==> config.mk <==
export PLATFORM = sky130hd
export DESIGN_NAME = tdma_sched
export DESIGN_NICKNAME = d
export VERILOG_FILES = /design/src/rtl/tdma_pkg.sv /design/src/rtl/tdma_us_tick.sv /design/src/rtl/tdma_sf_timer.sv /design/src/rtl/tdma_chan.sv /design/src/rtl/tdma_sched.sv
export SDC_FILE = /design/constraint.sdc
export NUM_CORES = 1
export LEC_CHECK = 0
export BUFFER_PORTS_ARGS = -buffer_cell sky130_fd_sc_hd__buf_2
export CAP_MARGIN = 40
export CORE_AREA = 2 2 131 133
export DETAILED_ROUTE_END_ITERATION = 10
export DIE_AREA = 0 0 133 135
export MAX_ROUTING_LAYER = met4
export PLACE_DENSITY_LB_ADDON = 0.1
export SETUP_SLACK_MARGIN = 0.4
export SYNTH_ARGS = -nofsm -noshare
export SYNTH_HDL_FRONTEND = slang
export SYNTH_SLANG_ARGS = --single-unit
==> constraint.sdc <==
create_clock -name clk -period 12.8 [get_ports clk]
set_input_delay 2.56 -clock clk [delete_from_list [all_inputs] [get_ports clk]]
set_output_delay 2.56 -clock clk [all_outputs]
set_load 0.02 [all_outputs]
==> src/rtl/tdma_pkg.sv <==
package tdma_pkg;
  typedef enum logic { ROLE_SLAVE = 1'b0, ROLE_MASTER = 1'b1 } role_e;

  localparam int unsigned TDMA_TIME_W = 24;
  localparam int unsigned TDMA_DIV_W  = 16;
endpackage

==> src/rtl/tdma_us_tick.sv <==
module tdma_us_tick #(
  parameter int unsigned DIV_W = 16
) (
  input  logic             clk,
  input  logic             rst_n,
  input  logic [DIV_W-1:0] div_i,
  input  logic             restart_i,
  output logic             tick_o
);
  logic [DIV_W-1:0] cnt_q;
  logic [DIV_W-1:0] last;

  assign last   = (div_i == '0) ? '0 : div_i - 1'b1;
  assign tick_o = (cnt_q >= last);

  always_ff @(posedge clk) begin
    if (!rst_n)          cnt_q <= '0;
    else if (restart_i)  cnt_q <= '0;
    else if (tick_o)     cnt_q <= '0;
    else                 cnt_q <= cnt_q + 1'b1;
  end
endmodule

==> src/rtl/tdma_sf_timer.sv <==
module tdma_sf_timer #(
  parameter int unsigned TIME_W = 24
) (
  input  logic              clk,
  input  logic              rst_n,
  input  logic              tick_i,
  input  logic              resync_i,
  input  logic [TIME_W-1:0] period_i,
  output logic [TIME_W-1:0] us_o,
  output logic              sof_o
);
  logic [TIME_W-1:0] us_q;
  logic [TIME_W-1:0] top;
  logic              sof_q;

  assign top = (period_i == '0) ? '0 : period_i - 1'b1;

  always_ff @(posedge clk) begin
    if (!rst_n) begin
      us_q  <= '0;
      sof_q <= 1'b0;
    end else if (resync_i) begin
      us_q  <= '0;
      sof_q <= 1'b1;
    end else begin
      sof_q <= 1'b0;
      if (tick_i) begin
        if (us_q >= top) begin
          us_q  <= '0;
          sof_q <= 1'b1;
        end else begin
          us_q <= us_q + 1'b1;
        end
      end
    end
  end

  assign us_o  = us_q;
  assign sof_o = sof_q;
endmodule

==> src/rtl/tdma_chan.sv <==
module tdma_chan #(
  parameter int unsigned TIME_W = 24
) (
  input  logic              clk,
  input  logic              rst_n,
  input  logic              cont_i,
  input  logic              sof_i,
  input  logic [TIME_W-1:0] cur_i,
  input  logic [TIME_W-1:0] lo_i,
  input  logic [TIME_W-1:0] hi_i,
  input  logic              req_i,
  input  logic              done_i,
  input  logic              block_i,
  output logic              start_d_o,
  output logic              start_o,
  output logic              busy_o
);
  logic in_win, fresh;
  logic start_q, busy_q, used_q;

  assign in_win    = cont_i | ((cur_i >= lo_i) && (cur_i < hi_i));
  assign fresh     = cont_i | sof_i | ~used_q;
  assign start_d_o = req_i & ~busy_q & in_win & fresh & ~block_i;

  always_ff @(posedge clk) begin
    if (!rst_n) begin
      start_q <= 1'b0;
      busy_q  <= 1'b0;
      used_q  <= 1'b0;
    end else begin
      start_q <= start_d_o;
      if (start_d_o)   busy_q <= 1'b1;
      else if (done_i) busy_q <= 1'b0;
      if (start_d_o)   used_q <= 1'b1;
      else if (sof_i)  used_q <= 1'b0;
    end
  end

  assign start_o = start_q;
  assign busy_o  = busy_q;
endmodule

==> src/rtl/tdma_sched.sv <==
module tdma_sched #(
  parameter int unsigned TIME_W = tdma_pkg::TDMA_TIME_W,
  parameter int unsigned DIV_W  = tdma_pkg::TDMA_DIV_W
) (
  input  logic              clk,
  input  logic              rst_n,
  input  logic              cfg_master,
  input  logic              cfg_continuous,
  input  logic              cfg_full_duplex,
  input  logic [DIV_W-1:0]  cfg_us_div,
  input  logic [TIME_W-1:0] cfg_period,
  input  logic [TIME_W-1:0] cfg_tx_start,
  input  logic [TIME_W-1:0] cfg_tx_end,
  input  logic [TIME_W-1:0] cfg_rx_start,
  input  logic [TIME_W-1:0] cfg_rx_end,
  input  logic              rx_sof_i,
  input  logic              tx_req_i,
  input  logic              tx_eof_i,
  input  logic              rx_start_i,
  input  logic              rx_eof_i,
  output logic              sof_o,
  output logic [TIME_W-1:0] us_count_o,
  output logic              tx_grant_o,
  output logic              tx_busy_o,
  output logic              rx_accept_o,
  output logic              rx_busy_o
);
  import tdma_pkg::*;

  role_e             role;
  logic              resync, tick, sof;
  logic [TIME_W-1:0] us;
  logic [TIME_W-1:0] tx_lo;
  logic              tx_start_d, rx_start_d;
  logic              tx_block, rx_block;

  assign role   = role_e'(cfg_master);
  assign resync = (role == ROLE_SLAVE) & rx_sof_i;
  assign tx_lo  = (role == ROLE_MASTER) ? '0 : cfg_tx_start;

  // half duplex: reception has priority on a tie
  assign rx_block = ~cfg_full_duplex & tx_busy_o;
  assign tx_block = ~cfg_full_duplex & (rx_busy_o | rx_start_d);

  tdma_us_tick #(.DIV_W(DIV_W)) u_tick (
    .clk(clk), .rst_n(rst_n), .div_i(cfg_us_div),
    .restart_i(resync), .tick_o(tick)
  );

  tdma_sf_timer #(.TIME_W(TIME_W)) u_timer (
    .clk(clk), .rst_n(rst_n), .tick_i(tick), .resync_i(resync),
    .period_i(cfg_period), .us_o(us), .sof_o(sof)
  );

  tdma_chan #(.TIME_W(TIME_W)) u_tx (
    .clk(clk), .rst_n(rst_n), .cont_i(cfg_continuous), .sof_i(sof),
    .cur_i(us), .lo_i(tx_lo), .hi_i(cfg_tx_end),
    .req_i(tx_req_i), .done_i(tx_eof_i), .block_i(tx_block),
    .start_d_o(tx_start_d), .start_o(tx_grant_o), .busy_o(tx_busy_o)
  );

  tdma_chan #(.TIME_W(TIME_W)) u_rx (
    .clk(clk), .rst_n(rst_n), .cont_i(cfg_continuous), .sof_i(sof),
    .cur_i(us), .lo_i(cfg_rx_start), .hi_i(cfg_rx_end),
    .req_i(rx_start_i), .done_i(rx_eof_i), .block_i(rx_block),
    .start_d_o(rx_start_d), .start_o(rx_accept_o), .busy_o(rx_busy_o)
  );

  assign sof_o      = sof;
  assign us_count_o = us;
endmodule

==> results.yml, run 1 <==
run_status:
  status: "completed"
die:
  fp.dieH_um: 135
  die_width_um: 133
  die_area_um2: 18000
  fp.coreArea_um2: 16400
  initial_utilization_pct: 37.9
  fp-row-count: 47
  ios: 175
synth:
  ys.warnings.count: 0
  netlist_area_um2: 6220
  synth-main-ff-cell: "dfxtp_1"
  synth_fp_nets: 1101
  syn_area_per_cell_um2: 7.63
  synthDistinctLibCells: 59
  netlist_instances: 816
  synth_edf_count: 0
  ys_seq_elements: 47
  ys_seq_area_share_pct: 15.1
  synthArstFlopShare_pct: 0
sta:
  max_freq_mhz: 161
  finalCriticalPeriod_ns: 6.21
  holdWs_ns: 0.479
  slew_violations: 0
  period_share_pct: 48.5
  slew_headroom_pct: 54.6
  layout_setup_ws_ns: 6.59
  grt_setup_unrepaired: "no"
  setup_tns_ns: 0
  hold_viol: 0
  finalSetupViolCount: 0
  finalClockSkew_ns: 0.00366
  worst_slew_pin_slew_ns: 0.679
critical_path:
  worstSetupEndpointType: "flop"
  critPathLaunchType: "input pin"
  critPathRequiredTime_ns: 13.03
  critPathKind: "in -> reg"
  critPathMaxFanout: 35
  crit_arrival_ns: 6.44
clocking:
  ctsResizeCount: 0
  cts_tree: "done"
  htree_levels: 2
  path_clk_slew_ns: 0.06
  clock_latency_ns: 0.29
  cts_buffers: 5
  clock_sinks: 47
  cts_root_buf: "clkbuf_16"
  cts_setup_buffers: 0
  cts_hold_buf: 0
  clockBufferDepth: 2
cells_and_area:
  register_area_um2: 941
  drive_gt1_share_pct: 20.0
  multi_input_area_um2: 4900
  syn2layout_area_growth_pct: 20.4
  n_fill_cell: 1691
  final_common_cell: "buf_2"
  mostFrequentLayoutCells: "174 x buf_2, 139 x ha_1, 84 x inv_1"
  num-nets-final: 1271
grt:
  grt_pass1_wl_um: 29200
  antenna_found_initial: 2
  grt_max_degree: 36
  grt.overflow.total: 0
  grt_pass1_vias: 6063
  grt_use_total_pct: 20.7
flow_run:
  drv_cap: 0
pwr:
  peakVddDrop_v: 0.0000542
  leakage_nw: 3.94
  power_density_nw_per_um2: 50.6
  power_mw: 0.380
routing:
  via_per_inst: 5.15
  detail-route-antenna-nets: 0
  via_count: 6225
  drt_pass1_iterations: 5
  drt_iter0_drc: 234
  wl_um: 18000
  drc: 0
  wl_per_cell_um: 14.9
placed_design:
  place.gp.congestion: 0.838
  dp_hpwl_um: 14800
  pre_cts_slack_ns: 6.27
  numPortBuffers: 174
hold_path:
  hold_path_class: "reg -> reg"
## logic make-up after synthesis
| group | share of synthesized area [%] |
|---|---|
| AO/OA/AOI/OAI | 17.4 |
| XOR/XNOR | 6.47 |
| adder cells (fa/ha/maj) | 27.9 |
| buffers and inverters | 6.07 |
| flip-flops | 15.1 |
| AND/OR/NAND/NOR | 27.0 |
## worst max-delay path, cell delays in order
cell	delay, ns
buf_2	0.12
or3_1	0.38
nor3_1	0.24
nand2_1	0.10
or2_2	0.31
nor4_1	0.23
xor2_1	0.17
nand2_1	0.08
ha_1	0.32
nand4_1	0.11
nor3_2	0.12
o21ai_1	0.09
o221ai_2	0.26
nand3_2	0.52
or4_1	0.67
a21oi_1	0.15
## layout make-up
type / instances / share of cell area (%)
Clock inverter: 1 / 0.100
Multi-Input combinational cell: 671 / 65.4
Inverter: 84 / 4.21
Timing Repair Buffer: 177 / 11.9
Sequential cell: 47 / 12.6
Antenna cell: 2 / 0.0668
Tap cell: 220 / 3.67
Clock buffer: 7 / 2.04
## flip-flops by register name, indices dropped and copies added (netlist names)
signal	cells
u_timer.sof_o	1
u_rx.start_o	1
u_rx.busy_o	1
u_tx.start_o	1
u_rx.used_q	1
u_tx.used_q	1
u_timer.us_o	24
u_tick.cnt_q	16
u_tx.busy_o	1
## routing by layer
| layer | wire length [µm] | share of wire (%) | GRT usage [%] |
|---|---|---|---|
| met2 | 8970 | 50 | 37.8 |
| met3 | 635 | 3.5 | 2.44 |
| met5 | 0 | 0 | - |
| met4 | 303 | 1.7 | 4.78 |
| met1 | 8060 | 45 | 24.3 |
## worst paths after layout
path | start | end | slack, ns | cells past startpoint
worst max-delay path | cfg_us_div[3] | u_timer.us_o[20] | 6.59 | 16
worst min-delay path | u_tick.cnt_q[0] | u_tick.cnt_q[0] | 0.48 | 1
worst max register to register | u_timer.us_o[13] | u_tx.used_q | 9.85 | 8
worst min register to register | u_tick.cnt_q[0] | u_tick.cnt_q[0] | 0.48 | 1
## power breakdown
| group | leakage [nW] | switching, mW | internal, mW | total (mW) |
|---|---|---|---|---|
| Sequential | 0.380 | 0.00142 | 0.148 | 0.149 |
| Combinational | 3.49 | 0.0462 | 0.0420 | 0.0882 |
| Clock | 0.0762 | 0.0587 | 0.0832 | 0.142 |
## synthesized netlist by cell type (3+ instances only)
cell type,instances,share of area [%]
nand4_1,26,2.6
dfxtp_1,47,15
or4_1,18,2.2
and4_1,4,0.56
ha_1,139,28
o21ai_0,27,2.2
nand2_1,77,4.6
inv_1,84,5.1
nand3_1,26,2.1
a21o_1,18,2.2
nor2b_1,11,1.1
or2_2,3,0.30
nor2_1,52,3.1
nand2b_1,30,3.0
xnor2_1,20,2.8
nor3_1,19,1.5
nor4_1,7,0.70
a211oi_1,9,1.1
xor2_1,26,3.7
o31ai_1,17,2.1
or3_1,9,0.90
a21oi_1,69,5.5
o21a_1,6,0.72
clkbuf_1,11,0.66
o211ai_1,3,0.36
and2_1,6,0.60
and3_1,9,0.90
## stage by stage
| stage | cell area (µm²) | cells | utilization [%] |
|---|---|---|---|
| global route | 7490 | 1209 | 45.7 |
| CTS | 7490 | 1207 | 45.6 |
| finish | 7490 | 1209 | 45.7 |
| detailed placement | 7330 | 1199 | 44.7 |
| floorplan | 6220 | 816 | - |
| global placement | 7330 | 1199 | 44.7 |
(Power assumes the default switching activity.)
==> run 2, diff against run 1 <==
==> constraint.sdc (replaced) <==
create_clock -name clk -period 5.1 [get_ports clk]
set_input_delay 1.02 -clock clk [delete_from_list [all_inputs] [get_ports clk]]
set_output_delay 1.02 -clock clk [all_outputs]
set_load 0.02 [all_outputs]
==> results.yml, run 2 (same netlist as run 1, synthesis figures left out) <==
hold_path:
  min_from: "u_tick.cnt_q[0]"
  hold_path_class: "reg -> reg"
sta:
  max_freq_mhz: 233
  grt_setup_unrepaired: "no"
  slew_violations: 0
  finalSetupViolCount: 0
  period_share_pct: 84.3
  finalClockSkew_ns: 0.00435
  finalCriticalPeriod_ns: 4.30
  slew_headroom_pct: 58.5
  worst_slew_pin_slew_ns: 0.622
  setup_tns_ns: 0
  hold_viol: 0
clocking:
  clockBufferDepth: 2
  clock_latency_ns: 0.29
  cts_hold_buf: 0
  htree_levels: 2
  cts_tree: "done"
  clock_sinks: 47
  path_clk_slew_ns: 0.06
  cts_root_buf: "clkbuf_16"
  cts_buffers: 5
critical_path:
  critPathMaxFanout: 32
  crit_arrival_ns: 4.52
  critPathRequiredTime_ns: 5.32
  worstSetupEndpointType: "flop"
  crit_slowest_cell: "or4_1"
  reg2reg_from: "u_timer.us_o[9]"
  critical-path-max-stage-delay_ns: 0.52
  crit_chain: "buf_2 -> or3_1 -> nor3_2 -> nand2_1 -> or2_2 -> nor4_1 -> xor2_1 -> nand2_1 -> ha_1 -> nand4_1 -> nor3_2 -> o21ai_1 -> o221ai_2 -> nand3_2 -> buf_4 -> or4_1 -> a21oi_1"
  critPathKind: "in -> reg"
  startpoint: "cfg_us_div[3]"
  critPathLaunchType: "input pin"
die:
  fp.coreArea_um2: 16400
  initial_utilization_pct: 37.9
  fp.dieH_um: 135
  fp-row-count: 47
  die_width_um: 133
  ios: 175
  die_area_um2: 18000
placed_design:
  post-place-cells: 1200
  dp_hpwl_um: 14600
  dpl-instance-area_um2: 7340
  place.gp.congestion: 0.833
  numPortBuffers: 174
cells_and_area:
  syn2layout_area_growth_pct: 20.8
  num-nets-final: 1272
  final_common_cell: "buf_2"
  final_cells: 1208
  antennaDiodeCount: 0
  largest_reg_flops: 24
  mostFrequentLayoutCells: "174 x buf_2, 139 x ha_1, 84 x inv_1"
  fin_area_um2: 7520
  drive_gt1_share_pct: 20.1
  utilization_pct: 45.8
routing:
  via_count: 6202
  drt_pass1_iterations: 4
  wl_um: 17600
  wl_per_cell_um: 14.6
  detail-route-antenna-nets: 0
  drt_iter0_drc: 194
  drc: 0
  via_per_inst: 5.13
pwr:
  power_mw: 0.981
  power_density_nw_per_um2: 130
  peakVddDrop_v: 0.000177
  leakage_nw: 3.96
grt:
  grt_pass1_vias: 5954
  grt_max_degree: 33
  grt_pass1_wl_um: 28400
  antenna_found_initial: 0
  grt.overflow.total: 0
  grt_use_total_pct: 20.2
run_status:
  status: "completed"
flow_run:
  drv_cap: 0
## run 2: worst paths after layout
path / endpoint / slack [ns] / cells after the start
max reg2reg: u_tx.busy_o / 2.14 / 8
min reg2reg: u_tick.cnt_q[0] / 0.48 / 1
max: u_timer.us_o[21] / 0.80 / 17
min: u_tick.cnt_q[0] / 0.48 / 1
## run 2: report_power, final
part,switching (mW),internal (mW)
logic,0.115,0.106
clock network,0.141,0.244
registers,0.00361,0.372
## run 2: worst max-delay path, delay by kind of cell
family | cells | cell delay (ns)
xor gates and xnor gates | 1 | 0.17
AOI/OAI and AO/OA | 3 | 0.53
buffers and inverters | 2 | 0.35
adders and majority gates | 1 | 0.31
and+or+nand+nor | 10 | 2.13
## run 2: final cells by class
cell class,instances,area [µm²]
well taps,220,275
clock inverters,2,35.0
inverters,84,315
flip-flops and latches,47,941
repair buffers,178,901
multi-input cells,671,4910
fillers,1711,8890
clock buffers,6,139
## run 2: metal layers
metal  track usage [%]  up-vias  wire length (µm)
li1                  -     3307                 -
met1              24.2     2751              7940
met2              36.2      121              8730
met3              2.67       23               686
met4              4.12        0               278
met5                 -        -                 0
## run 2: stage by stage
step,hold slack [ns],setup WS [ns]
floorplan,0.426,0.846
global route,0.492,0.470
detailed placement,0.459,0.412
CTS,0.479,0.712
global placement,0.467,0.503
finish,0.478,0.802
## run 2: repair_timing
| action | in CTS | in global routing |
|---|---|---|
| setup buffers | 0 | 0 |
| endpoints found under the setup margin | 0 | 4 |
| resized for setup | 0 | 1 |
| endpoints found under the hold margin | 0 | 0 |
==> run 3, diff against run 2 <==
==> constraint.sdc (replaced) <==
create_clock -name clk -period 4.4 [get_ports clk]
set_input_delay 0.88 -clock clk [delete_from_list [all_inputs] [get_ports clk]]
set_output_delay 0.88 -clock clk [all_outputs]
set_load 0.02 [all_outputs]
==> results.yml, run 3 (same netlist as run 1, synthesis figures left out) <==
run_status:
  status: "completed"
placed_design:
  numPortBuffers: 174
  dpl-instance-area_um2: 7440
  place.gp.congestion: 0.878
  dp_hpwl_um: 15100
pwr:
  peakVddDrop_v: 0.000194
  power_density_nw_per_um2: 143
  leakage_nw: 4.20
sta:
  setup_tns_ns: 0
  max_freq_mhz: 247
  finalClockSkew_ns: 0.00951
  hold_viol: 0
  worst_slew_pin_slew_ns: 0.868
  period_share_pct: 92.2
  slew_headroom_pct: 41.7
  finalSetupViolCount: 0
  finalCriticalPeriod_ns: 4.06
  grt_setup_unrepaired: "yes"
  slew_violations: 0
cells_and_area:
  mostFrequentLayoutCells: "170 x buf_2, 131 x ha_1, 84 x inv_1"
  utilization_pct: 50.3
  num-nets-final: 1299
  drive_gt1_share_pct: 28.1
  largest_reg_flops: 24
  final_common_cell: "buf_2"
  fin_area_um2: 8250
  antennaDiodeCount: 0
  syn2layout_area_growth_pct: 32.5
clocking:
  clockBufferDepth: 2
  path_clk_slew_ns: 0.07
  htree_levels: 2
  cts_root_buf: "clkbuf_16"
  cts_hold_buf: 0
  cts_tree: "done"
  clock_sinks: 47
  cts_buffers: 5
  clock_latency_ns: 0.29
die:
  die_area_um2: 18000
  fp.dieH_um: 135
  fp.coreArea_um2: 16400
  initial_utilization_pct: 37.9
  die_width_um: 133
  ios: 175
  fp-row-count: 47
flow_run:
  drv_cap: 0
routing:
  via_per_inst: 5.17
  wl_um: 19100
  detail-route-antenna-nets: 0
  drc: 0
  via_count: 6382
  wl_per_cell_um: 15.4
  drt_iter0_drc: 283
  drt_pass1_iterations: 5
critical_path:
  worstSetupEndpointType: "flop"
  critPathRequiredTime_ns: 4.57
  crit_arrival_ns: 4.22
  critPathKind: "in -> reg"
  worstRegToRegCells: 8
  critPathMaxFanout: 11
  critPathLaunchType: "input pin"
grt:
  antenna_found_initial: 0
  grt_pass1_vias: 5949
  grt_use_total_pct: 20.9
  grt_max_degree: 36
  grt.overflow.total: 0
  grt_pass1_wl_um: 29800
hold_path:
  holdPathStages: 1
  hold_path_class: "reg -> reg"
[run 3: cell types whose count changed in the layout (fill, tap and decap cells not counted), moves of 5 or more]
cell / delta
buf_4: +18
a21oi_1: -15
a21oi_2: +13
nand2_1: -9
ha_1: -8
ha_4: +7
buf_6: +5
nand2_4: +5
[run 3: worst max-delay path, stage by stage]
cell       delay [ns]
buf_8            0.09
or4_4            0.54
nor4_4           0.21
buf_4            0.20
and4b_1          0.24
nand3_2          0.10
buf_6            0.18
buf_6            0.13
nand2_4          0.06
ha_4             0.13
nand2_2          0.05
or4_4            0.53
a211oi_2         0.22
a21oi_2          0.11
o21ai_4          0.26
clkbuf_16        0.22
a21oi_1          0.04
[run 3: final cells by class]
type / instances / area, µm²
inverters: 84 / 315
clock buffers: 5 / 125
repair buffers: 205 / 1230
flip-flops and latches: 47 / 941
well taps: 220 / 275
fillers: 1620 / 8160
multi-input cells: 671 / 5310
clock inverters: 3 / 47.5
[run 3: per-stage QoR]
step                hold WS [ns]  instances  power (mW)  worst slack, ns
finish                     0.489       1235        1.18            0.344
global route               0.505       1235        1.24            0.211
CTS                        0.487       1217        1.16            0.387
detailed placement         0.471       1209       0.708           0.0374
global placement           0.465       1209       0.708           0.0844
floorplan                  0.426        816       0.584            0.405
[run 3: power by group]
group / switching [mW] / internal, mW / leakage (nW)
Sequential: 0.00435 / 0.430 / 0.380
Clock: 0.178 / 0.271 / 0.0844
Combinational: 0.151 / 0.141 / 3.74
Total: 0.333 / 0.843 / 4.20
[run 3: worst paths after layout]
check	from	end	slack, ns
worst max-delay path	cfg_period[5]	u_timer.us_o[9]	0.34
worst min-delay path	u_tick.cnt_q[0]	u_tick.cnt_q[0]	0.49
worst max register to register	u_timer.us_o[13]	u_tx.busy_o	1.43
worst min register to register	u_tick.cnt_q[0]	u_tick.cnt_q[0]	0.49
[run 3: layer usage]
| metal | routed length (µm) | share of wire (%) | GRT usage (%) | vias up |
|---|---|---|---|---|
| met1 | 9220 | 48 | 28.1 | 2822 |
| met4 | 174 | 0.91 | 3.58 | 0 |
| li1 | - | - | - | 3350 |
| met5 | 0 | 0 | - | - |
| met2 | 8800 | 46 | 34.7 | 195 |
| met3 | 872 | 4.6 | 1.80 | 15 |
[run 3: what timing repair did]
action	4_1_cts	5_1_grt
pin swaps	4	20
gates resized for setup	1	94
buffers inserted	0	15
setup endpoints to repair	9	40
cloned	0	3
